`config.mk`:
```
export PLATFORM = sky130hd
export DESIGN_NAME = dbank_clk_cfg
export DESIGN_NICKNAME = d
export VERILOG_FILES = /design/src/rtl/dbc_pkg.sv /design/src/rtl/dbc_bank.sv /design/src/rtl/dbc_seq.sv /design/src/rtl/dbank_clk_cfg.sv
export SDC_FILE = /design/constraint.sdc
export NUM_CORES = 1
export LEC_CHECK = 0
export BUFFER_PORTS_ARGS = -buffer_cell sky130_fd_sc_hd__buf_2
export CAP_MARGIN = 10
export CORE_ASPECT_RATIO = 1.2
export CORE_MARGIN = 2
export CORE_UTILIZATION = 40
export DETAILED_ROUTE_END_ITERATION = 7
export GPL_TIMING_DRIVEN = 0
export PLACE_DENSITY_LB_ADDON = 0.12
export SLEW_MARGIN = 20
export SYNTH_ARGS = -nofsm -noshare
export SYNTH_HDL_FRONTEND = slang
export SYNTH_HIERARCHICAL = 1
export SYNTH_SLANG_ARGS = --single-unit
```
`constraint.sdc`:
```
create_clock -name clk -period 5.6 [get_ports clk]
set_input_delay 1.12 -clock clk [delete_from_list [all_inputs] [get_ports clk]]
set_output_delay 1.12 -clock clk [all_outputs]
set_load 0.01 [all_outputs]
```
`src/rtl/dbc_pkg.sv`:
```
package dbc_pkg;
   typedef enum logic [2:0] {
      ST_IDLE = 3'd0,
      ST_RST  = 3'd1,
      ST_M    = 3'd2,
      ST_N    = 3'd3,
      ST_MODE = 3'd4,
      ST_REL  = 3'd5,
      ST_FLIP = 3'd6
   } seq_st_e;
endpackage

```
`src/rtl/dbc_bank.sv`:
```
module dbc_bank #(
   parameter int SRC_W  = 3,
   parameter int PDIV_W = 4,
   parameter int MN_W   = 8,
   parameter logic [SRC_W-1:0] RST_CODE = '0
) (
   input  logic              clk,
   input  logic              rst_n,
   input  logic              wr_m,
   input  logic              wr_n,
   input  logic              wr_ds,
   input  logic              set_rst,
   input  logic              clr_rst,
   input  logic [SRC_W-1:0]  code_in,
   input  logic [PDIV_W-1:0] divf_in,
   input  logic [MN_W-1:0]   m_in,
   input  logic [MN_W-1:0]   nm_in,
   output logic [SRC_W-1:0]  code,
   output logic [PDIV_W-1:0] divf,
   output logic [MN_W-1:0]   m,
   output logic [MN_W-1:0]   nm,
   output logic              cnt_rst
);
   always_ff @(posedge clk or negedge rst_n) begin
      if (!rst_n) begin
         code    <= RST_CODE;
         divf    <= '0;
         m       <= '0;
         nm      <= '1;
         cnt_rst <= 1'b0;
      end else begin
         if (wr_m)    m  <= m_in;
         if (wr_n)    nm <= nm_in;
         if (wr_ds) begin
            code <= code_in;
            divf <= divf_in;
         end
         if (set_rst)      cnt_rst <= 1'b1;
         else if (clr_rst) cnt_rst <= 1'b0;
      end
   end
endmodule

```
`src/rtl/dbc_seq.sv`:
```
module dbc_seq
   import dbc_pkg::*;
#(
   parameter int PIDX_W  = 3,
   parameter int NUM_PAR = 5,
   parameter int SRC_W   = 3,
   parameter int PDIV_W  = 4,
   parameter int MN_W    = 8,
   parameter logic [NUM_PAR*SRC_W-1:0] PARENT_MAP = '0
) (
   input  logic              clk,
   input  logic              rst_n,
   input  logic              out_en,
   input  logic              sel,
   input  logic              req_valid,
   input  logic [PIDX_W-1:0] req_parent,
   input  logic [PDIV_W:0]   req_div,
   input  logic [MN_W-1:0]   req_m,
   input  logic [MN_W-1:0]   req_n,
   output logic              busy,
   output logic              rej,
   output logic              tgt,
   output logic              set_rst,
   output logic              clr_rst,
   output logic              wr_m,
   output logic              wr_n,
   output logic              wr_mode,
   output logic              wr_ds,
   output logic              flip,
   output logic [SRC_W-1:0]  lat_code,
   output logic [PDIV_W-1:0] lat_divf,
   output logic [MN_W-1:0]   lat_m,
   output logic [MN_W-1:0]   lat_nm,
   output logic              lat_en
);
   localparam logic [PDIV_W:0] DIV_MAX = (PDIV_W+1)'(2**PDIV_W);

   seq_st_e st;
   logic    tog;
   logic    ok;
   logic    mn_ok;

   assign mn_ok = (req_n == '0) || ((req_m != '0) && (req_m <= req_n));
   assign ok    = (int'(req_parent) < NUM_PAR) && (req_div != '0) &&
                  (req_div <= DIV_MAX) && mn_ok;

   assign busy    = (st != ST_IDLE);
   assign set_rst = (st == ST_RST);
   assign wr_m    = (st == ST_M);
   assign wr_n    = (st == ST_N);
   assign wr_mode = (st == ST_MODE);
   assign wr_ds   = (st == ST_REL);
   assign clr_rst = (st == ST_REL);
   assign flip    = (st == ST_FLIP) && tog;

   always_ff @(posedge clk or negedge rst_n) begin
      if (!rst_n) begin
         st       <= ST_IDLE;
         rej      <= 1'b0;
         tgt      <= 1'b0;
         tog      <= 1'b0;
         lat_code <= '0;
         lat_divf <= '0;
         lat_m    <= '0;
         lat_nm   <= '1;
         lat_en   <= 1'b0;
      end else begin
         rej <= req_valid && (busy || !ok);
         case (st)
            ST_IDLE: if (req_valid && ok) begin
               st       <= ST_RST;
               tog      <= out_en;
               tgt      <= out_en ? ~sel : sel;
               lat_code <= PARENT_MAP[int'(req_parent)*SRC_W +: SRC_W];
               lat_divf <= PDIV_W'(req_div - 1'b1);
               lat_en   <= (req_n != '0);
               lat_m    <= (req_n != '0) ? req_m : '0;
               lat_nm   <= (req_n != '0) ? ~(req_n - req_m) : '1;
            end
            ST_RST:  st <= ST_M;
            ST_M:    st <= ST_N;
            ST_N:    st <= ST_MODE;
            ST_MODE: st <= ST_REL;
            ST_REL:  st <= ST_FLIP;
            default: st <= ST_IDLE;
         endcase
      end
   end
endmodule

```
`src/rtl/dbank_clk_cfg.sv`:
```
module dbank_clk_cfg #(
   parameter int PIDX_W     = 3,
   parameter int NUM_PAR    = 5,
   parameter int SRC_W      = 3,
   parameter int PDIV_W     = 4,
   parameter int MN_W       = 8,
   parameter bit SHARED_CFG = 1'b0,
   parameter logic [NUM_PAR*SRC_W-1:0] PARENT_MAP = {3'd6, 3'd5, 3'd1, 3'd2, 3'd0}
) (
   input  logic              clk,
   input  logic              rst_n,
   input  logic              out_en,
   input  logic              req_valid,
   input  logic [PIDX_W-1:0] req_parent,
   input  logic [PDIV_W:0]   req_div,
   input  logic [MN_W-1:0]   req_m,
   input  logic [MN_W-1:0]   req_n,
   output logic              busy,
   output logic              req_rej,
   output logic              act_bank,
   output logic [SRC_W-1:0]  act_src,
   output logic [PDIV_W-1:0] act_div,
   output logic [MN_W-1:0]   act_m,
   output logic [MN_W-1:0]   act_n,
   output logic              act_mn_en,
   output logic [1:0]        bank_mn_en,
   output logic [1:0]        mn_rst
);
   localparam int NBANK = 2;
   localparam logic [SRC_W-1:0] CODE0 = PARENT_MAP[SRC_W-1:0];

   if (NUM_PAR < 1 || NUM_PAR > 2**PIDX_W) begin : g_bad_npar
      $error("NUM_PAR must fit in PIDX_W bits");
   end
   if (PDIV_W < 1 || MN_W < 2 || SRC_W < 1) begin : g_bad_width
      $error("field widths out of range");
   end

   logic              sel;
   logic              tgt, set_rst, clr_rst, wr_m, wr_n, wr_mode, wr_ds, flip;
   logic [SRC_W-1:0]  lat_code;
   logic [PDIV_W-1:0] lat_divf;
   logic [MN_W-1:0]   lat_m, lat_nm;
   logic              lat_en;

   logic [SRC_W-1:0]  b_code [NBANK];
   logic [PDIV_W-1:0] b_divf [NBANK];
   logic [MN_W-1:0]   b_m    [NBANK];
   logic [MN_W-1:0]   b_nm   [NBANK];

   dbc_seq #(
      .PIDX_W(PIDX_W), .NUM_PAR(NUM_PAR), .SRC_W(SRC_W), .PDIV_W(PDIV_W),
      .MN_W(MN_W), .PARENT_MAP(PARENT_MAP)
   ) u_seq (
      .clk(clk), .rst_n(rst_n), .out_en(out_en), .sel(sel),
      .req_valid(req_valid), .req_parent(req_parent), .req_div(req_div),
      .req_m(req_m), .req_n(req_n), .busy(busy), .rej(req_rej), .tgt(tgt),
      .set_rst(set_rst), .clr_rst(clr_rst), .wr_m(wr_m), .wr_n(wr_n),
      .wr_mode(wr_mode), .wr_ds(wr_ds), .flip(flip), .lat_code(lat_code),
      .lat_divf(lat_divf), .lat_m(lat_m), .lat_nm(lat_nm), .lat_en(lat_en)
   );

   for (genvar b = 0; b < NBANK; b++) begin : g_bank
      logic hit;
      assign hit = (tgt == 1'(b));
      dbc_bank #(
         .SRC_W(SRC_W), .PDIV_W(PDIV_W), .MN_W(MN_W), .RST_CODE(CODE0)
      ) u_bank (
         .clk(clk), .rst_n(rst_n),
         .wr_m(wr_m && hit), .wr_n(wr_n && hit), .wr_ds(wr_ds && hit),
         .set_rst(set_rst && hit), .clr_rst(clr_rst && hit),
         .code_in(lat_code), .divf_in(lat_divf), .m_in(lat_m), .nm_in(lat_nm),
         .code(b_code[b]), .divf(b_divf[b]), .m(b_m[b]), .nm(b_nm[b]),
         .cnt_rst(mn_rst[b])
      );
   end

   if (SHARED_CFG) begin : g_mode_shared
      logic sh_en;
      always_ff @(posedge clk or negedge rst_n) begin
         if (!rst_n)       sh_en <= 1'b0;
         else if (wr_mode) sh_en <= lat_en;
      end
      assign bank_mn_en = {NBANK{sh_en}};
   end else begin : g_mode_split
      for (genvar b = 0; b < NBANK; b++) begin : g_en
         logic en_q;
         always_ff @(posedge clk or negedge rst_n) begin
            if (!rst_n)                          en_q <= 1'b0;
            else if (wr_mode && tgt == 1'(b))    en_q <= lat_en;
         end
         assign bank_mn_en[b] = en_q;
      end
   end

   always_ff @(posedge clk or negedge rst_n) begin
      if (!rst_n)    sel <= 1'b0;
      else if (flip) sel <= ~sel;
   end

   assign act_bank  = sel;
   assign act_src   = b_code[sel];
   assign act_div   = b_divf[sel];
   assign act_m     = b_m[sel];
   assign act_n     = ~b_nm[sel] + b_m[sel];
   assign act_mn_en = bank_mn_en[sel];
endmodule


```
==> flow_metrics.py, run 1 <==
metrics = {
    "clock_network": {
        "post-cts-setup-buffers": 0,
        "clock_latency_ns": 0.34,
        "cts_tree": "yes",
        "clk_pin_slew_ns": 0.06,
        "postCtsResizedCells": 0,
        "root_buffer": "clkbuf_16",
        "numCtsBuffers": 9,
        "cts_htree_levels": 3,
        "cts_hold_buf": 0,
        "cts.sinks": 81,
        "clockBufferDepth": 2,
    },
    "critical_path": {
        "cp-end-kind": "output port",
        "rr_worst_depth": 7,
        "worstPathRequired_ns": 4.48,
        "r2r-start": "u_seq/st[0]",
        "path_class": "reg2out",
        "critPathLaunchType": "flip-flop",
        "cp-startpoint": "act_bank",
        "crit_slowest_cell": "fa_1",
        "r2r_slack_ns": 3.47,
        "regToRegEndpoint": "u_seq/lat_code[0]",
        "worstPathCellList": "buf_6 -> buf_6 -> mux2_1 -> ha_1 -> fa_1 -> a21oi_2 -> o211ai_2 -> a21oi_2 -> xnor2_1 -> buf_2",
        "critPathMaxStageDelay_ns": 0.42,
        "crit_buf_inv": 3,
        "crit_family": "adder cells",
        "arrival_ns": 2.90,
        "critPathMaxFanout": 10,
    },
    "global_routing": {
        "grt_overflow": 0,
        "grt_pass1_wl_mm": 15.4,
        "grt_max_degree": 52,
        "antenna_found_initial": 0,
        "grt_pass1_vias": 2974,
        "track_usage_pct": 16.3,
    },
    "floorplanning": {
        "core_area_mm2": 0.0111,
        "die_area_mm2": 0.0124,
        "dieHeight_um": 122,
        "ioPinCount": 59,
        "start_util_pct": 41.3,
        "fp.dieW_um": 102,
        "num_rows": 42,
    },
    "pwr": {
        "total_power_mw": 3.25,
        "irDropWorstVdd_v": 0.000205,
        "power_density_mw_per_mm2": 599,
        "leakage_nw": 2.57,
    },
    "finish": {
        "final_cell_mix": "buf_2 (59), dfrtp_1 (57), mux2_4 (48), dfstp_2 (24), inv_1 (22)",
        "final_common_cell": "buf_2",
        "final_layout_size_suffix_gt1_share_pct": 45.4,
        "fin_area_mm2": 0.00543,
        "area_growth_syn_to_layout_pct": 18.0,
        "fin_nets": 473,
        "fillers": 1024,
        "diodes": 0,
        "fin_util_pct": 48.7,
    },
    "route": {
        "wl_met1_mm": 4.62,
        "postRouteAntennaNets": 0,
        "vias": 2927,
        "remaining_drc_errors": 0,
        "drtIter0Drc": 80,
        "avgViaCountPerCell": 4.99,
        "first_pass_iters": 4,
        "maxUsedRoutingLayer": "met4",
        "wl_met2_mm": 4.19,
        "routed_wl_mm": 9.30,
        "post_drt_wl_per_cell_um": 15.9,
        "wl_met3_um": 284,
    },
    "synthesis": {
        "ys_seq_elements": 81,
        "ys_types": 56,
        "syn_inst": 357,
        "syn_avg_cell_area_um2": 12.9,
        "synth.net_count": 403,
        "synth_edf_count": 0,
        "ys.warnings.count": 6,
        "syn_area_mm2": 0.00460,
        "ys_seq_area_share_pct": 44.7,
        "ys_async_sr_fraction_pct": 100,
        "yosys_most_used_dff": "dfrtp_1",
    },
    "sta": {
        "setup_viol": 0,
        "fin_ws_ns": 1.58,
        "period_share_pct": 71.7,
        "relSlewSlack_pct": 55.8,
        "finalSetupTns_ns": 0,
        "timing.fmax_mhz": 249,
        "drv_slew": 0,
        "worst_slew_pin_slew_ns": 0.663,
        "period_needed_ns": 4.02,
        "rsz0062_at_grt": "no",
        "hold_viol": 0,
        "clock_skew_ns": 0.00787,
    },
    "placed_design": {
        "place.gp.congestion": 0.895,
        "dpl_cell_area_mm2": 0.00511,
        "hpwl_mm": 7.01,
        "portBuffers": 58,
        "place_ws_ns": 1.93,
    },
    "worst_hold_path": {
        "min-delay-start": "g_bank[0].u_bank/cnt_rst",
        "hp-class": "reg2reg",
        "worstHoldPathCells": 1,
        "whs_endpoint": "g_bank[0].u_bank/cnt_rst",
    },
    "run_status": {
        "status": "completed",
    },
    "job": {
        "drv_cap": 0,
    },
}
[metal layers]
layer	GRT usage [%]	vias up
li1	-	1427
met1	23.3	1423
met2	24.3	63
met3	2.53	14
met4	7.33	0
met5	0	-
[cell families (layout without fill, tap and decap cells)]
kind of cell	Yosys count	in the layout	share of synthesized area, %
compound gates	61	61	10.5
xor+xnor	16	16	3.04
fa+ha+maj	18	18	5.22
buf+inv	41	116	5.44
flops	81	81	44.7
mux	80	80	23.3
simple gates	60	60	7.80
[worst register-to-register path, delay by kind of cell (launching register included)]
kind | cells | cell delay, ns
mux | 1 | 0.31
simple gates | 2 | 0.58
buf+inv | 3 | 0.55
flops | 1 | 0.36
compound gates | 1 | 0.21
[cell usage after synthesis, types with 4 or more instances]
cell	instances	share of area [%]
and2_1	5	0.68
nand2b_1	4	0.54
dfstp_2	24	14
a21o_1	8	1.3
o21ai_0	6	0.65
mux2_2	21	5.1
dfrtp_1	57	31
nor2b_1	9	1.2
a2bb2oi_1	8	1.5
mux2i_1	8	1.7
a22o_1	7	1.3
a21oi_1	9	0.98
nor3_1	6	0.65
ha_1	16	4.3
nor3b_1	4	0.65
nand2_1	8	0.65
mux2_4	48	16
nor2_1	7	0.57
inv_1	22	1.8
xor2_1	9	1.7
buf_6	11	2.7
xnor2_1	7	1.3
[worst max path at each step]
stage                     endpoint  cells after the start  slack [ns]
after floorplan           act_n[6]                      9        2.17
after global placement    act_n[6]                     10        1.92
after detailed placement  act_n[6]                     10        1.93
after CTS                 act_n[6]                     10        1.54
after global routing      act_n[6]                     10        1.43
final                     act_n[6]                     10        1.58
[registers in the layout, summed over array words and instances (netlist names), 2 cells and up]
signal	cells
u_seq/lat_nm	8
u_seq/st	3
u_seq/lat_code	3
g_bank.u_bank/divf	8
u_seq/lat_m	8
g_mode_split.g_en.en_q	2
g_bank.u_bank/nm	16
u_seq/lat_divf	4
g_bank.u_bank/m	16
g_bank.u_bank/code	6
g_bank.u_bank/cnt_rst	2
[cell type report]
type                            instances  area [µm²]  area share, %
Tap cell                              154         193           3.55
Clock buffer                           11         243           4.47
Sequential cell                        81        2060           37.9
Multi-Input combinational cell        235        2300           42.3
Buffer                                 19         168           3.09
Timing Repair Buffer                   59         313           5.76
Clock inverter                          5        78.8           1.45
Inverter                               22        82.6           1.52
[power breakdown]
| part | switching [mW] | internal, mW | leakage, nW |
|---|---|---|---|
| Clock | 0.226 | 0.402 | 0.159 |
| Sequential | 0.186 | 0.915 | 0.978 |
| Combinational | 0.693 | 0.829 | 1.43 |
[metrics by stage]
stage,hold slack (ns),std cells
after floorplan,0.474,357
after global placement,0.457,569
final,0.478,586
after detailed placement,0.467,570
after CTS,0.481,586
after global routing,0.495,586
Note: power is estimated with default switching activity, not from simulation.
==> inputs of run 2 (changes only) <==
--- a/config.mk
+++ b/config.mk
@@ -5,6 +5,7 @@
 export SDC_FILE = /design/constraint.sdc
 export NUM_CORES = 1
 export LEC_CHECK = 0
+export ABC_AREA = 1
 export BUFFER_PORTS_ARGS = -buffer_cell sky130_fd_sc_hd__buf_2
 export CAP_MARGIN = 10
 export CORE_ASPECT_RATIO = 1.2
==> constraint.sdc (replaced) <==
create_clock -name clk -period 3.7 [get_ports clk]
set_input_delay 0.74 -clock clk [delete_from_list [all_inputs] [get_ports clk]]
set_output_delay 0.74 -clock clk [all_outputs]
set_load 0.01 [all_outputs]
==> flow_metrics.py, run 2 <==
metrics = {
    "run_status": {
        "status": "completed",
    },
    "critical_path": {
        "arrival_ns": 2.58,
        "path_class": "reg2out",
        "critPathMaxFanout": 10,
        "cp-end-kind": "output port",
        "worstPathRequired_ns": 2.96,
        "critPathLaunchType": "flip-flop",
    },
    "pwr": {
        "seq_power_share_pct": 33.9,
        "leakage_nw": 3.14,
        "switching_share_pct": 41.2,
        "p_switching_mw": 1.91,
        "total_power_mw": 4.64,
        "p_int_mw": 2.73,
        "power_density_mw_per_mm2": 830,
        "power_frac_comb_pct": 47.5,
        "irDropWorstVdd_v": 0.000449,
        "p_clk_share_pct": 18.5,
    },
    "clock_network": {
        "cts_hold_buf": 0,
        "clk_pin_slew_ns": 0.07,
        "postCtsResizedCells": 0,
        "cts.sinks": 81,
        "clockBufferDepth": 2,
        "numCtsBuffers": 9,
        "cts_htree_levels": 3,
        "cts_tree": "yes",
        "clock_latency_ns": 0.34,
        "root_buffer": "clkbuf_16",
        "post-cts-setup-buffers": 0,
    },
    "finish": {
        "multi_input_area_mm2": 0.00225,
        "final_cell_mix": "nand2_1 (320), buf_2 (61), inv_1 (60), dfrtp_1 (57), nand4_1 (31)",
        "final_layout_size_suffix_gt1_share_pct": 20.3,
        "regArea_mm2": 0.00206,
        "final_common_cell": "nand2_1",
        "largestRegisters": "g_bank.u_bank/m: 16 flops, g_bank.u_bank/nm: 16 flops",
        "area_growth_syn_to_layout_pct": 16.8,
        "fin_area_mm2": 0.00559,
        "diodes": 0,
        "fillers": 1251,
        "fin_nets": 760,
    },
    "floorplanning": {
        "core_area_mm2": 0.0116,
        "dieHeight_um": 124,
        "fp.dieW_um": 104,
        "num_rows": 43,
        "ioPinCount": 59,
        "start_util_pct": 41.2,
        "die_area_mm2": 0.0129,
    },
    "synthesis": {
        "yosys_most_used_dff": "dfrtp_1",
        "yosysTopAreaCellShare_pct": 29.8,
        "syn_inst": 644,
        "ys_types": 33,
        "synth_edf_count": 0,
        "synth_common_cells": "nand2_1 (320), inv_1 (60), dfrtp_1 (57)",
        "synth.net_count": 690,
        "yosysMostFrequentCell": "nand2_1",
        "ys_seq_elements": 81,
        "ys_seq_area_share_pct": 43.0,
        "ys_async_sr_fraction_pct": 100,
        "synth_top_cell_by_area": "dfrtp_1",
        "synth_area_leaders": "dfrtp_1 (30%), nand2_1 (25%), dfstp_2 (13%), inv_1 (4.7%), ha_1 (4.2%)",
        "syn_area_mm2": 0.00479,
        "ys.warnings.count": 6,
        "syn_avg_cell_area_um2": 7.43,
    },
    "global_routing": {
        "grt_pass1_wl_mm": 19.0,
        "grt_overflow": 0,
        "track_usage_pct": 18.6,
        "busiest_layer": "met2",
        "met3_usage_pct": 2.83,
        "grt_pass1_vias": 3924,
        "grt_max_degree": 52,
        "global_route.usage.met1_pct": 23.7,
        "antenna_found_initial": 0,
        "use_met2_pct": 32.4,
    },
    "route": {
        "post_drt_wl_per_cell_um": 12.6,
        "drtIter0Drc": 127,
        "first_pass_iters": 4,
        "postRouteAntennaNets": 0,
        "remaining_drc_errors": 0,
        "routed_wl_mm": 11.0,
        "vias": 4095,
        "avgViaCountPerCell": 4.67,
    },
    "placed_design": {
        "dpl_cell_area_mm2": 0.00530,
        "place.gp.congestion": 0.869,
        "portBuffers": 58,
        "hpwl_mm": 8.53,
    },
    "sta": {
        "timing.fmax_mhz": 301,
        "clock_skew_ns": 0.0122,
        "setup_viol": 0,
        "drv_slew": 0,
        "period_share_pct": 89.7,
        "rsz0062_at_grt": "no",
        "hold_viol": 0,
        "relSlewSlack_pct": 65.5,
        "worst_slew_pin_slew_ns": 0.514,
        "period_needed_ns": 3.32,
        "finalSetupTns_ns": 0,
    },
    "job": {
        "drv_cap": 0,
    },
    "worst_hold_path": {
        "hp-class": "in2async",
    },
}
-- run 2: changes by cell type in the layout (fill, tap and decap cells not counted), sizes merged, moves of 6 or more --
cell,delta
nand2,+318
a22o,-8
nand3,+15
mux2,-72
a21o,-8
or2,+6
nor2,+23
buf,+6
a2bb2oi,-8
nand4,+32
inv,+47
nor2b,-9
-- run 2: area by class of cell --
| type | count | area share, % |
|---|---|---|
| Multi-Input combinational cell | 469 | 40.2 |
| Sequential cell | 81 | 36.8 |
| Timing Repair Buffer | 59 | 5.73 |
| Inverter | 70 | 4.79 |
| Clock buffer | 11 | 4.16 |
| Buffer | 24 | 3.78 |
| Tap cell | 157 | 3.51 |
| Clock inverter | 5 | 1.01 |
-- run 2: cell families after synthesis --
kind of cell | Yosys count | synth area share, %
compound gates | 15 | 1.86
xor+xnor | 7 | 1.28
fa+ha+maj | 18 | 5.02
buf+inv | 94 | 10.0
flops | 81 | 43.0
mux | 7 | 1.46
simple gates | 422 | 37.4
-- run 2: layer usage --
layer	vias up	share of wire [%]
met3	11	3.0
met4	0	1.4
met1	1861	47
met2	84	48
li1	2139	-
met5	-	0
-- run 2: final timing paths --
path	startpoint	to	slack, ns	cells after the start
setup / recovery	act_bank	act_n[6]	0.38	14
hold / removal	rst_n	g_mode_split.g_en[0].en_q	0.35	1
setup reg to reg	u_seq/st[2]	g_bank[0].u_bank/m[5]	2.10	7
hold reg to reg	g_bank[1].u_bank/nm[1]	g_bank[1].u_bank/nm[1]	0.46	2
max in group asynchronous	rst_n	u_seq/lat_nm[0]	2.70	2
min in group clk	g_bank[1].u_bank/nm[1]	g_bank[1].u_bank/nm[1]	0.46	2
-- run 2: through the flow --
| stage | hold WS [ns] | worst slack, ns | instances | util [%] |
|---|---|---|---|---|
| floorplan | 0.441 | 1.00 | 644 | - |
| global placement | 0.451 | 0.716 | 859 | 45.4 |
| detailed placement | 0.453 | 0.712 | 860 | 45.6 |
| CTS | 0.351 | 0.329 | 876 | 48.1 |
| global route | 0.370 | 0.209 | 876 | 48.1 |
| finish | 0.347 | 0.383 | 876 | 48.1 |
-- run 2: power groups by stage --
| stage | logic, mW | registers (mW) | clock network (mW) |
|---|---|---|---|
| 6_report | 2.21 | 1.57 | 0.860 |
| 5_1_grt | 2.54 | 1.63 | 0.923 |
| 3_3_place_gp | 2.20 | 1.57 | 0 |
| 2_1_floorplan | 1.59 | 1.52 | 0 |
| 4_1_cts | 2.25 | 1.57 | 0.887 |
| 3_5_place_dp | 2.24 | 1.59 | 0 |
-- run 2: critical path: stages, from the launching register on --
cell and delay (ns):
dfrtp_1 0.40, buf_6 0.19, inv_6 0.08, buf_2 0.19, nand2_1 0.07, nand2_1 0.11
ha_1 0.25, fa_1 0.40, nand2_1 0.08, nand2_1 0.07, nand3b_1 0.11, nand2_1 0.06
nand2_1 0.06, nand2_1 0.04, buf_2 0.13
==> inputs of run 3 (changes only) <==
--- a/config.mk
+++ b/config.mk
@@ -17,5 +17,4 @@
 export SLEW_MARGIN = 20
 export SYNTH_ARGS = -nofsm -noshare
 export SYNTH_HDL_FRONTEND = slang
-export SYNTH_HIERARCHICAL = 1
 export SYNTH_SLANG_ARGS = --single-unit
==> flow_metrics.py, run 3 <==
metrics = {
    "run_status": {
        "status": "completed",
    },
    "pwr": {
        "seq_power_share_pct": 33.8,
        "p_clk_share_pct": 21.0,
        "p_switching_mw": 1.77,
        "leakage_nw": 2.77,
        "power_density_mw_per_mm2": 843,
        "p_int_mw": 2.73,
        "irDropWorstVdd_v": 0.000264,
        "switching_share_pct": 39.4,
        "power_frac_comb_pct": 45.2,
    },
    "sta": {
        "drv_slew": 0,
        "hold_viol": 0,
        "fin_ws_ns": 0.235,
        "worst_slew_pin_slew_ns": 0.532,
        "finalSetupTns_ns": 0,
        "setup_viol": 0,
        "timing.fmax_mhz": 289,
        "clock_skew_ns": 0.00305,
        "hold_ws_ns": 0.314,
        "relSlewSlack_pct": 64.6,
        "period_needed_ns": 3.47,
        "period_share_pct": 93.7,
        "rsz0062_at_grt": "no",
    },
    "synthesis": {
        "ys_seq_area_share_pct": 45.6,
        "syn_inst": 566,
        "synth_edf_count": 0,
        "yosysMostFrequentCell": "nand2_1",
        "synth_top_cell_by_area": "dfrtp_1",
        "synth.net_count": 612,
        "ys_types": 32,
        "syn_area_mm2": 0.00452,
        "synth_area_leaders": "dfrtp_1 (32%), nand2_1 (16%), dfstp_2 (14%), o21ai_0 (6.1%), inv_1 (5.6%)",
        "ys.warnings.count": 0,
        "yosysTopAreaCellShare_pct": 31.6,
        "yosys_most_used_dff": "dfrtp_1",
        "synth_common_cells": "nand2_1 (194), inv_1 (67), dfrtp_1 (57)",
        "ys_async_sr_fraction_pct": 100,
        "syn_avg_cell_area_um2": 7.98,
        "ys_seq_elements": 81,
    },
    "critical_path": {
        "path_class": "reg2out",
        "arrival_ns": 2.73,
        "crit_slowest_cell": "fa_1",
        "critPathMaxFanout": 10,
        "critPathMaxStageDelay_ns": 0.41,
        "critPathLaunchType": "flip-flop",
        "crit_top_cell": "nand2_1",
        "cp-end-kind": "output port",
        "worstPathRequired_ns": 2.96,
        "worstPathCellList": "clkbuf_4 -> buf_2 -> nand2_1 -> nand2_1 -> ha_1 -> fa_1 -> nand3_1 -> nand2_1 -> nand2_1 -> a21oi_1 -> nor2_1 -> xnor2_1 -> buf_2",
        "r2r_slack_ns": 2.06,
    },
    "floorplanning": {
        "num_rows": 42,
        "dieHeight_um": 120,
        "core_area_mm2": 0.0110,
        "fp.dieW_um": 101,
        "ioPinCount": 59,
        "die_area_mm2": 0.0122,
        "start_util_pct": 40.9,
    },
    "route": {
        "vias": 3825,
        "avgViaCountPerCell": 4.95,
        "post_drt_wl_per_cell_um": 13.6,
        "remaining_drc_errors": 0,
        "first_pass_iters": 4,
        "drtIter0Drc": 217,
        "postRouteAntennaNets": 0,
        "routed_wl_mm": 10.5,
    },
    "placed_design": {
        "hpwl_mm": 8.09,
        "place_ws_ns": 0.251,
        "place.gp.congestion": 0.861,
        "portBuffers": 58,
    },
    "clock_network": {
        "cts_htree_levels": 3,
        "clockBufferDepth": 2,
        "cts_hold_buf": 0,
        "cts_tree": "yes",
        "root_buffer": "clkbuf_16",
        "post-cts-setup-buffers": 0,
        "clk_pin_slew_ns": 0.06,
        "clock_latency_ns": 0.33,
        "numCtsBuffers": 9,
        "cts.sinks": 81,
    },
    "finish": {
        "fin_nets": 682,
        "diodes": 0,
        "final_common_cell": "nand2_1",
        "area_growth_syn_to_layout_pct": 18.1,
        "largestRegisters": "g_bank.u_bank.m: 16 flops, g_bank.u_bank.nm: 16 flops",
        "final_cell_mix": "nand2_1 (194), inv_1 (67), buf_2 (61), dfrtp_1 (57), o21ai_0 (55)",
        "final_layout_size_suffix_gt1_share_pct": 20.7,
    },
    "global_routing": {
        "grt_max_degree": 58,
        "antenna_found_initial": 0,
        "grt_pass1_vias": 3665,
        "track_usage_pct": 18.4,
        "grt_overflow": 0,
        "grt_pass1_wl_mm": 17.7,
    },
    "job": {
        "drv_cap": 0,
    },
    "worst_hold_path": {
        "hp-class": "in2async",
    },
}
[run 3: cell types whose count changed after synthesis, sizes merged, moves of 4 or more]
| cell | before | now |
|---|---|---|
| a21oi | 9 | 13 |
| o21ai | 4 | 55 |
| nand2 | 326 | 198 |
| clkbuf | 2 | 7 |
| nor2 | 31 | 24 |
| xor2 | 5 | 10 |
| buf | 22 | 17 |
[run 3: worst paths after layout]
kind / cells past startpoint / from / endpoint
max: 13 / act_bank / act_n[6]
min: 1 / rst_n / g_bank[1].u_bank.divf[1]
max reg2reg: 5 / u_seq.st[1] / g_bank[0].u_bank.m[7]
min reg2reg: 2 / u_seq.lat_nm[7] / u_seq.lat_nm[7]
max in group asynchronous: 2 / rst_n / g_bank[1].u_bank.nm[6]
min in group clk: 2 / u_seq.lat_nm[7] / u_seq.lat_nm[7]
[run 3: metal layers]
layer	track usage [%]	vias to the layer above	wire [µm]
met1	25.0	1768	5010
li1	-	1957	-
met2	29.5	92	4920
met4	7.43	0	126
met3	2.83	8	456
met5	0	-	0
[run 3: repair_timing]
action / 4_1_cts / 5_1_grt
setup endpoints to repair: 3 / 3
pin swaps: 0 / 0
endpoints found under the hold margin: 0 / 0
gates resized for setup: 2 / 4
[run 3: metrics by stage]
step	instances	utilization [%]	cell area (µm²)	power, mW
2_1_floorplan	566	-	4520	2.88
3_3_place_gp	756	45.0	4970	3.54
3_5_place_dp	757	45.3	5000	3.59
4_1_cts	773	48.3	5330	4.56
5_1_grt	773	48.3	5340	4.91
6_report	773	48.3	5340	4.50
[run 3: cell families after synthesis]
| logic type | Yosys count | share of synthesized area [%] |
|---|---|---|
| flops | 81 | 45.6 |
| xor+xnor | 11 | 2.13 |
| fa+ha+maj | 18 | 5.32 |
| mux | 8 | 1.77 |
| buf+inv | 95 | 9.42 |
| compound gates | 69 | 7.95 |
| simple gates | 284 | 27.8 |
[run 3: worst max-delay path, delay by kind of cell (launching register included)]
family          cells  cell delay (ns)
fa+ha+maj           2             0.67
buf+inv             3             0.60
simple gates        6             0.55
flops               1             0.38
xor+xnor            1             0.12
compound gates      1             0.06
[run 3: cell type report]
class,instances,area (µm²)
fillers,1143,5700
flip-flops and latches,81,2060
multi-input cells,390,2030
repair buffers,59,320
clock buffers,15,298
inverters,71,268
well taps,132,165
plain buffers,24,164
clock inverters,1,30.0
[run 3: power groups by stage]
stage               Clock [mW]  Sequential (mW)  Combinational, mW
finish                   0.943             1.52               2.03
floorplan                    0             1.48               1.40
CTS                      0.965             1.52               2.07
global placement             0             1.52               2.02
global route              1.00             1.57               2.33
detailed placement           0             1.53               2.06
